**src/rtl/rxp_pkg.sv**
```systemverilog
package rxp_pkg;
    typedef enum logic [1:0] {
        PH_SLEEP   = 2'd0,
        PH_STARTUP = 2'd1,
        PH_BITCHK  = 2'd2,
        PH_RECV    = 2'd3
    } phase_e;

    typedef struct packed {
        phase_e phase;
        logic   sig_en;
        logic   active;
        logic   chk_en;
        logic   data_pass;
    } seq_st_t;
endpackage

```
**src/rtl/rxp_sleep_len.sv**
```systemverilog
module rxp_sleep_len #(
    parameter int WORD_W   = 5,
    parameter int CLK_UNIT = 1024,
    parameter int EXT_LONG = 8,
    parameter int CNT_W    = 18
) (
    input  logic [WORD_W-1:0] word_i,
    input  logic [1:0]        ext_sel_i,
    output logic [CNT_W-1:0]  len_o
);
    logic [CNT_W-1:0] w_eff;
    logic [CNT_W-1:0] x_eff;

    always_comb begin
        // a zero word would mean a zero-length sleep; use one instead
        w_eff = (word_i == '0) ? CNT_W'(1) : CNT_W'(word_i);
        // only code 01 selects the long factor; the remaining codes give 1
        x_eff = (ext_sel_i == 2'b01) ? CNT_W'(EXT_LONG) : CNT_W'(1);
        len_o = w_eff * x_eff * CNT_W'(CLK_UNIT);
    end
endmodule

```
**src/rtl/rxp_baud_len.sv**
```systemverilog
module rxp_baud_len #(
    parameter int BASE  = 512,
    parameter int CNT_W = 18
) (
    input  logic [1:0]       baud_i,
    output logic [CNT_W-1:0] len_o
);
    // range 3 is the fastest and gives BASE; each slower range doubles it
    always_comb begin
        len_o = CNT_W'(BASE) << (2'd3 - baud_i);
    end
endmodule

```
**src/rtl/rxp_down_timer.sv**
```systemverilog
module rxp_down_timer #(
    parameter int CNT_W = 18
) (
    input  logic             clk,
    input  logic             rst_n,
    input  logic             load_i,
    input  logic [CNT_W-1:0] load_val_i,
    output logic             zero_o
);
    logic [CNT_W-1:0] cnt_d, cnt_q;

    always_comb begin
        if (load_i)
            cnt_d = load_val_i;
        else if (cnt_q == '0)
            cnt_d = '0;
        else
            cnt_d = cnt_q - CNT_W'(1);
    end

    always_ff @(posedge clk) begin
        cnt_q <= cnt_d;
    end

    assign zero_o = (cnt_q == '0);

    AST_TIMER_LOAD: assert property (@(posedge clk) disable iff (!rst_n)
        load_i |=> (cnt_q == $past(load_val_i)));

    AST_TIMER_NO_WRAP: assert property (@(posedge clk) disable iff (!rst_n)
        (!load_i && cnt_q == '0) |=> (cnt_q == '0));
endmodule

```
**src/rtl/rx_poll_sequencer.sv**
```systemverilog
module rx_poll_sequencer
    import rxp_pkg::*;
#(
    parameter int WORD_W      = 5,
    parameter int CLK_UNIT    = 1024,
    parameter int EXT_LONG    = 8,
    parameter int STARTUP_MIN = 512,
    parameter int BITPER_MIN  = 64
) (
    input  logic              clk,
    input  logic              rst_n,
    input  logic [WORD_W-1:0] sleep_word_i,
    input  logic [1:0]        ext_sel_i,
    input  logic [1:0]        baud_sel_i,
    input  logic              chk_pass_i,
    input  logic              chk_fail_i,
    input  logic              off_cmd_i,
    output logic              sig_en_o,
    output logic              ic_active_o,
    output logic              chk_en_o,
    output logic              data_pass_o
);
    localparam int SLEEP_MAX = ((1 << WORD_W) - 1) * EXT_LONG * CLK_UNIT;
    localparam int ST_MAX    = STARTUP_MIN * 8;
    localparam int WD_BASE   = 16 * BITPER_MIN;
    localparam int WD_MAX    = WD_BASE * 8;
    localparam int MAX_A     = (SLEEP_MAX > ST_MAX) ? SLEEP_MAX : ST_MAX;
    localparam int MAX_ALL   = (MAX_A > WD_MAX) ? MAX_A : WD_MAX;
    localparam int CNT_W     = $clog2(MAX_ALL + 1);

    seq_st_t          st_d, st_q;
    logic [CNT_W-1:0] sleep_len, start_len, wd_len;
    logic [CNT_W-1:0] ld_val;
    logic             ld;
    logic             t_zero;

    rxp_sleep_len #(
        .WORD_W(WORD_W), .CLK_UNIT(CLK_UNIT), .EXT_LONG(EXT_LONG), .CNT_W(CNT_W)
    ) u_sleep_len (
        .word_i(sleep_word_i), .ext_sel_i(ext_sel_i), .len_o(sleep_len)
    );

    // one baud-scaled length per timed phase after sleep
    for (genvar g = 0; g < 2; g++) begin : g_baud
        logic [CNT_W-1:0] len;
        rxp_baud_len #(
            .BASE((g == 0) ? STARTUP_MIN : WD_BASE), .CNT_W(CNT_W)
        ) u_len (
            .baud_i(baud_sel_i), .len_o(len)
        );
    end
    assign start_len = g_baud[0].len;
    assign wd_len    = g_baud[1].len;

    rxp_down_timer #(.CNT_W(CNT_W)) u_timer (
        .clk(clk), .rst_n(rst_n), .load_i(ld), .load_val_i(ld_val), .zero_o(t_zero)
    );

    always_comb begin
        st_d = st_q;
        unique case (st_q.phase)
            PH_SLEEP: begin
                if (t_zero) st_d.phase = PH_STARTUP;
            end
            PH_STARTUP: begin
                if (off_cmd_i)   st_d.phase = PH_SLEEP;
                else if (t_zero) st_d.phase = PH_BITCHK;
            end
            PH_BITCHK: begin
                if (off_cmd_i)       st_d.phase = PH_SLEEP;
                else if (chk_fail_i) st_d.phase = PH_SLEEP;
                else if (chk_pass_i) st_d.phase = PH_RECV;
                else if (t_zero)     st_d.phase = PH_SLEEP;
            end
            PH_RECV: begin
                if (off_cmd_i) st_d.phase = PH_SLEEP;
            end
            default: st_d.phase = PH_SLEEP;
        endcase

        if (!rst_n) st_d.phase = PH_SLEEP;

        // reload the timer on every phase change and throughout reset
        ld = !rst_n || (st_d.phase != st_q.phase);
        unique case (st_d.phase)
            PH_STARTUP: ld_val = start_len - CNT_W'(1);
            PH_BITCHK:  ld_val = wd_len - CNT_W'(1);
            default:    ld_val = sleep_len - CNT_W'(1);
        endcase

        st_d.sig_en    = (st_d.phase != PH_SLEEP);
        st_d.active    = (st_d.phase != PH_SLEEP);
        st_d.chk_en    = (st_d.phase == PH_BITCHK);
        st_d.data_pass = (st_d.phase == PH_RECV);
    end

    always_ff @(posedge clk) begin
        st_q <= st_d;
    end

    assign sig_en_o    = st_q.sig_en;
    assign ic_active_o = st_q.active;
    assign chk_en_o    = st_q.chk_en;
    assign data_pass_o = st_q.data_pass;

    AST_RECV_HOLD: assert property (@(posedge clk) disable iff (!rst_n)
        (data_pass_o && !off_cmd_i) |=> data_pass_o);

    AST_OFF_TO_SLEEP: assert property (@(posedge clk) disable iff (!rst_n)
        (ic_active_o && off_cmd_i) |=> !ic_active_o);

    AST_PASS_TO_RECV: assert property (@(posedge clk) disable iff (!rst_n)
        (chk_en_o && chk_pass_i && !chk_fail_i && !off_cmd_i) |=> data_pass_o);

    AST_FAIL_TO_SLEEP: assert property (@(posedge clk) disable iff (!rst_n)
        (chk_en_o && chk_fail_i) |=> !ic_active_o);

    AST_SLEEP_IGNORES: assert property (@(posedge clk) disable iff (!rst_n)
        (!ic_active_o && !t_zero) |=> !ic_active_o);

    AST_STARTUP_WAIT: assert property (@(posedge clk) disable iff (!rst_n)
        (st_q.phase == PH_STARTUP && !t_zero && !off_cmd_i) |=> (st_q.phase == PH_STARTUP));

    AST_ONE_ROLE: assert property (@(posedge clk) disable iff (!rst_n)
        $onehot0({chk_en_o, data_pass_o, !ic_active_o}));
endmodule

```
**config.mk**
```make
export PLATFORM = sky130hd
export DESIGN_NAME = rx_poll_sequencer
export DESIGN_NICKNAME = d
export VERILOG_FILES = /design/src/rtl/rxp_pkg.sv /design/src/rtl/rxp_sleep_len.sv /design/src/rtl/rxp_baud_len.sv /design/src/rtl/rxp_down_timer.sv /design/src/rtl/rx_poll_sequencer.sv
export SDC_FILE = /design/constraint.sdc
export NUM_CORES = 1
export LEC_CHECK = 0
export BUFFER_PORTS_ARGS = -buffer_cell sky130_fd_sc_hd__buf_2
export CELL_PAD_IN_SITES_DETAIL_PLACEMENT = 0
export CELL_PAD_IN_SITES_GLOBAL_PLACEMENT = 1
export CORE_MARGIN = 5
export CORE_UTILIZATION = 47
export CTS_CLUSTER_SIZE = 40
export DETAILED_ROUTE_END_ITERATION = 8
export GPL_ROUTABILITY_DRIVEN = 0
export PLACE_DENSITY_LB_ADDON = 0.1
export SLEW_MARGIN = 20
export SYNTH_ARGS = -nofsm -noshare
export SYNTH_HDL_FRONTEND = slang
export SYNTH_SLANG_ARGS = --single-unit
```
**constraint.sdc**
```tcl
create_clock -name clk -period 6.5 [get_ports clk]
set_input_delay 1.3 -clock clk [delete_from_list [all_inputs] [get_ports clk]]
set_output_delay 1.3 -clock clk [all_outputs]
set_load 0.01 [all_outputs]
```
== Word-level counts from Yosys, hierarchy flattened ==
Index checks and enable logic that the tools add are counted.

* Reductions and logical operators: 6
* Multiplexer cells: 15
* Shift operators: 2
* Multiply operators: 1
* $add $sub $neg: 5
* Equality and inequality tests: 8

{| class="wikitable"
|+ Operator list
! cell !! number
|-
| 18-bit by 1-bit subtractor with 18-bit output (second input constant) || 4
|-
| 18-bit two-way mux || 2
|-
| 18-bit one-hot mux with 2 select lines || 1
|-
| 18-bit zero test || 1
|-
| 18-bit by 18-bit multiplier with 8-bit output || 1
|-
| 2-bit two-way mux || 9
|-
| 10-bit by 2-bit << shifter with 18-bit output (first input constant) || 1
|-
| 11-bit by 2-bit << shifter with 18-bit output (first input constant) || 1
|-
| 2-bit == test (second input constant) || 4
|-
| 2-bit one-hot mux with 4 select lines || 1
|-
| 2-bit by 1-bit == test with 1-bit output (second input constant) || 3
|-
| 5-bit zero test || 1
|-
| 5-bit two-way mux || 1
|-
| 4-bit two-way mux || 1
|-
| 2-bit zero test || 1
|-
| 2-bit inequality test || 1
|-
| 2-bit nonzero test || 1
|-
| 2-bit subtractor (first input constant) || 1
|-
| 1-bit zero test || 1
|-
| 1-bit logical OR || 1
|}

* Flip-flop bits (word level): 23
* Output and inout bits: 4
* Input bits: 14
* Logic and storage cells: 42

== Longest topological paths before layout ==
* Word-level depth: 10
* Depth in mapped cells: 18
* Mapped depth without buffers: 17

== Cells and area by module ==
Synthesis repeated with hierarchy kept, for this count alone.

* Cells, all modules: 320
* Area total of the unflattened synthesis: 2,593.7 um^2

{| class="wikitable"
|+ Modules (own cells, without submodules)
! module !! sequential area each (um^2) !! area an instance (um^2) !! cells an instance !! times used
|-
| rx_poll_sequencer || 100.1 || 1,071.0 || 121 || 1
|-
| rxp_down_timer || 360.3 || 988.4 || 122 || 1
|-
| rxp_baud_len || 0.0 || 135.1 || 19 || 2
|-
| rxp_sleep_len || 0.0 || 264.0 || 39 || 1
|}

== Worst setup path after synthesis ==
No wires, ideal clock.

* Path type: input-to-reg
* Start: input port chk_fail_i
* End: register u_timer.cnt_q[13]
* Library setup time: 0.070 ns
* Path slack: 2.822 ns
* Data required time: 6.430 ns
* Stages: 13
* Buffers on the path: 0
* Arrival: 3.608 ns
* Path through: inv_1 > a21oi_1 > nor3b_1 > o311ai_0 > ha_1 > ha_1 > nand2_1 > ha_1 > o21a_1 > ha_1 > nand2_1 > o21ai_0 > a21oi_1

{| class="wikitable"
|+ RTL lines
! item !! RTL line !! text
|-
| from (decl) || rx_poll_sequencer.sv:16 || <nowiki>input logic chk_fail_i,</nowiki>
|-
| to (signal assigned) || rxp_down_timer.sv:22 || <nowiki>cnt_q <= cnt_d;</nowiki>
|-
| to (decl) || rxp_down_timer.sv:10 || <nowiki>logic [CNT_W-1:0] cnt_d, cnt_q;</nowiki>
|}

==> impl.org <==
** Placed design
- The wire-length estimate of the detail-placed layout is approximately 2800 µm.
- Port buffering added 17 buffers.
- Number of placed instances with taps included :: 265
- Once placement finished, the instance area stood at 0.001802 mm².
- At the placement stage, the worst setup path has a slack of 2.372 ns.

** Die
- Count of standard-cell rows :: 22
- Ports :: 18
- The initial utilization of the core area, before any placement, comes to 0.4750.
- The floorplan step set the die height to approximately 70 µm.
- Placeable Area :: about 0.0036 mm²
- The die covers about 0.005 mm².
- The floorplan step set the die width to between 70 and 80 µm.

** Logic synthesis
- Adder-cell share of the synthesized area :: 0.1096
- Counting flops with a built-in enable in the synthesized netlist gives 0.
- Synthesized instance count :: 209
- Post-Synthesis Cell Area :: between 0.0015 and 0.002 mm²
- The synthesized-area fraction occupied by ao, oa, aoi and oai cells is 0.1899.
- After synthesis, the largest family of logic cells by area is simple AND/OR/NAND/NOR gates.
- Of the total synthesized cell area, the portion taken by XOR and XNOR cells is 0.1074.
- Synth unique cells :: 49
- Of the post-synthesis cell area, the dominant cell type holds 0.2688.
- Counting every net in the synthesized netlist gives between 200 and 250.
- Syn Area/Cell :: 8.196 µm²
- Sequential element share of the synthesized area :: 0.2688
- Number of synthesis warnings :: 0
- Summed over all instances, the cell type with the most area after synthesis is sky130_fd_sc_hd__dfxtp_1.
- Top cells by count, synth :: sky130_fd_sc_hd__dfxtp_1, sky130_fd_sc_hd__nand2_1, sky130_fd_sc_hd__o21ai_0, sky130_fd_sc_hd__nor2_1, sky130_fd_sc_hd__ha_1
- After synthesis, the share of flip-flops with an asynchronous set or reset is 0.
- Yosys attributes the largest share of cell area to sky130_fd_sc_hd__dfxtp_1, sky130_fd_sc_hd__ha_1, sky130_fd_sc_hd__xnor2_1.
- Most used flip-flop cell after synthesis :: sky130_fd_sc_hd__dfxtp_1
- Number of flip-flops and latches in the synthesized netlist :: 23
- Post-synthesis share of cell area spent on and, or, nand and nor gates :: 0.2542
- Measured against the total synthesized area, the mux share comes to 0.01753.
- Most numerous cell in the Yosys netlist :: sky130_fd_sc_hd__dfxtp_1

** Global route
- Met2 usage :: 0.2609
- Entering global routing, the biggest net connects 17 pins.
- All-Layer GR Usage :: 0.1554
- The initial antenna violation count came to 0.
- Summed over all layers, the global routing overflow is 0.
- In the global route stage, met1 resource usage came out at 0.2082.
- For met3 alone, demand over resource in global routing was 0.03885.
- Number of global-route vias before repair :: roughly 1400
- Busiest layer in global routing :: met2
- Wire length of the first global-routing pass :: between 6000 and 7000 µm

** Timing
- Final Hold Vio Count :: 0
- Min Tclk post-route :: approximately 3.9 ns
- At the pin with the least slew margin, the transition time is roughly 0.66 ns.
- The max-slew violation total from the final report is 0.
- Adding up every negative setup slack in the final design gives 0 ns.
- Slew HR :: 0.5564
- Setup violations remaining at the end of the flow were counted as 0.
- Period utilization :: 0.5941
- Top achievable clock speed :: approximately 0.26 GHz
- PnR worst setup slack :: roughly 2.6 ns
- Unrepaired setup endpoints after global routing :: false
- Clock skew on the completed layout was measured at about 0.00090 ns.

** Clocking
- In this run, post-CTS repair resized a total of 0 instances.
- Source-to-sink clock delay at the later pin of the worst-skew pair :: ~0.26 ns
- The clock drives 23 sinks.
- H-tree Lvls :: 1
- After clock tree synthesis, the clock-pin slew on the worst setup and hold paths is 0.08 ns.
- Total of hold buffers inserted after clock tree synthesis :: 0
- Clock Tree Buf Depth :: 2
- CTS placed an instance of sky130_fd_sc_hd__clkbuf_8 at the clock tree root.
- In this run the post-CTS setup repair buffer count came out at 0.
- Clock tree synthesis inserted a total of 3 buffers.
- TritonCTS clock tree :: built

** Job
- Max-cap violations in this run came to 0.

** Route
- Wires add up to 3611 µm.
- Dividing the detail-routed via count by the number of cells gives ~5.4.
- First drt pass iteration count :: 4
- Iteration-0 DRC Markers :: 42
- Wire per inst :: around 13 µm
- Number of routed nets with antenna violations :: 0
- In the routed design, unresolved DRC markers number 0.
- Total vias in the final route :: 1463

** Critical path
- STA classifies the critical path endpoint as a register.
- CP arrival :: slightly above 4 ns
- Largest fanout on the critical path :: 5
- Worst Path Required :: approximately 6.7 ns
- The critical path is of the in -> reg type.
- Startpoint Class :: primary input

** Outcome
- Result of the run :: finished, final reports clean

** Cells and area
- The area growth from synthesis to layout is 7.889%.
- Number of antenna diodes :: 0
- Layout cells sized above 1 :: 0.1267
- Final std cell area, no fill :: between 0.0015 and 0.002 mm²
- The net count of the finished layout is 251.
- The count of cells in the finished layout, fillers not included, comes to about 270.

** Pwr
- VDD sags by at most between 0.0001 and 0.00015 V.
- In this run the static leakage power is 0.7524 nW.
- Pwr dens :: approximately 170 mW/mm²

** Worst hold path
- The worst hold path belongs to the class reg -> reg.
[final timing paths]
path | startpoint | endpoint | slack [ns] | depth (start not counted)
setup / recovery | chk_fail_i | u_timer.cnt_q[13]$_DFF_P_ | 2.64 | 14
hold / removal | u_timer.cnt_q[0]$_SDFF_PN1_ | u_timer.cnt_q[0]$_SDFF_PN1_ | 0.56 | 1
setup reg to reg | u_timer.cnt_q[0]$_SDFF_PN1_ | u_timer.cnt_q[13]$_DFF_P_ | 2.84 | 17
hold reg to reg | u_timer.cnt_q[0]$_SDFF_PN1_ | u_timer.cnt_q[0]$_SDFF_PN1_ | 0.56 | 1
[critical path: stages]
cell,delay (ns)
sky130_fd_sc_hd__buf_2,0.10
sky130_fd_sc_hd__inv_1,0.07
sky130_fd_sc_hd__a21oi_1,0.06
sky130_fd_sc_hd__nor3b_1,0.55
sky130_fd_sc_hd__o311ai_0,0.28
sky130_fd_sc_hd__ha_1,0.32
sky130_fd_sc_hd__ha_1,0.37
sky130_fd_sc_hd__nand2_1,0.08
sky130_fd_sc_hd__ha_1,0.24
sky130_fd_sc_hd__o21a_1,0.12
sky130_fd_sc_hd__ha_1,0.26
sky130_fd_sc_hd__nand2_1,0.06
sky130_fd_sc_hd__o21ai_0,0.08
sky130_fd_sc_hd__a21oi_1,0.16
[flip-flops by register name, summed over array words and instances (netlist names)]
| name | count |
|---|---|
| u_timer.cnt_q | 18 |
| ic_active_o | 1 |
| chk_en_o | 1 |
| st_q | 2 |
| data_pass_o | 1 |
[area by class of cell]
cell class / instances / area [µm²]
Fill cell: 371 / 1758
Multi-Input combinational cell: 168 / 1162
Sequential cell: 23 / 460.4
Timing Repair Buffer: 17 / 85.08
Tap cell: 48 / 60.06
Clock buffer: 3 / 41.29
Inverter: 9 / 33.78
Clock inverter: 1 / 5.005
[per-layer routing]
layer	wire, µm	vias to the layer above
li1	-	771
met5	0	-
met1	1742	671
met3	134	2
met2	1724	19
met4	10	0
[stage by stage]
stage                     hold slack, ns  power, mW  utilization
after CTS                         0.5753     0.3130       0.5125
after detailed placement          0.5528     0.2251       0.4997
after global routing              0.6044     0.3283       0.5125
after floorplan                   0.5021     0.2077            -
after global placement            0.5438     0.2235       0.4997
final                             0.5622     0.3093       0.5125
[where the power goes]
group          internal [mW]  switching [mW]
Clock                 0.0427          0.0444
Combinational         0.0287          0.0329
Sequential             0.150          0.0106
[cell families after synthesis]
group                      count (synthesis)
xor gates and xnor gates                  21
adders and majority gates                 15
and+or+nand+nor                           80
buffers and inverters                     18
muxes                                      3
DFF                                       23
AOI/OAI and AO/OA                         49
[placed cells by master, fill, tap and decap left out, types with 2 or more instances in the layout]
| cell | instances |
|---|---|
| sky130_fd_sc_hd__dfxtp_1 | 23 |
| sky130_fd_sc_hd__nand2_1 | 22 |
| sky130_fd_sc_hd__o21ai_0 | 17 |
| sky130_fd_sc_hd__buf_2 | 17 |
| sky130_fd_sc_hd__nor2_1 | 16 |
| sky130_fd_sc_hd__ha_1 | 15 |
| sky130_fd_sc_hd__xnor2_1 | 13 |
| sky130_fd_sc_hd__nor3_1 | 11 |
| sky130_fd_sc_hd__a21oi_1 | 11 |
| sky130_fd_sc_hd__inv_1 | 9 |
| sky130_fd_sc_hd__xor2_1 | 8 |
| sky130_fd_sc_hd__nor4_1 | 5 |
| sky130_fd_sc_hd__and2_1 | 4 |
| sky130_fd_sc_hd__nand3_1 | 4 |
| sky130_fd_sc_hd__o211ai_1 | 3 |
| sky130_fd_sc_hd__mux2i_1 | 3 |
| sky130_fd_sc_hd__o21a_1 | 3 |
| sky130_fd_sc_hd__clkbuf_8 | 3 |
| sky130_fd_sc_hd__nor3b_1 | 2 |
| sky130_fd_sc_hd__nor4b_1 | 2 |
| sky130_fd_sc_hd__nand4b_1 | 2 |
| sky130_fd_sc_hd__a211oi_1 | 2 |
| sky130_fd_sc_hd__o31ai_1 | 2 |
Power figures use the tool's default switching activity.
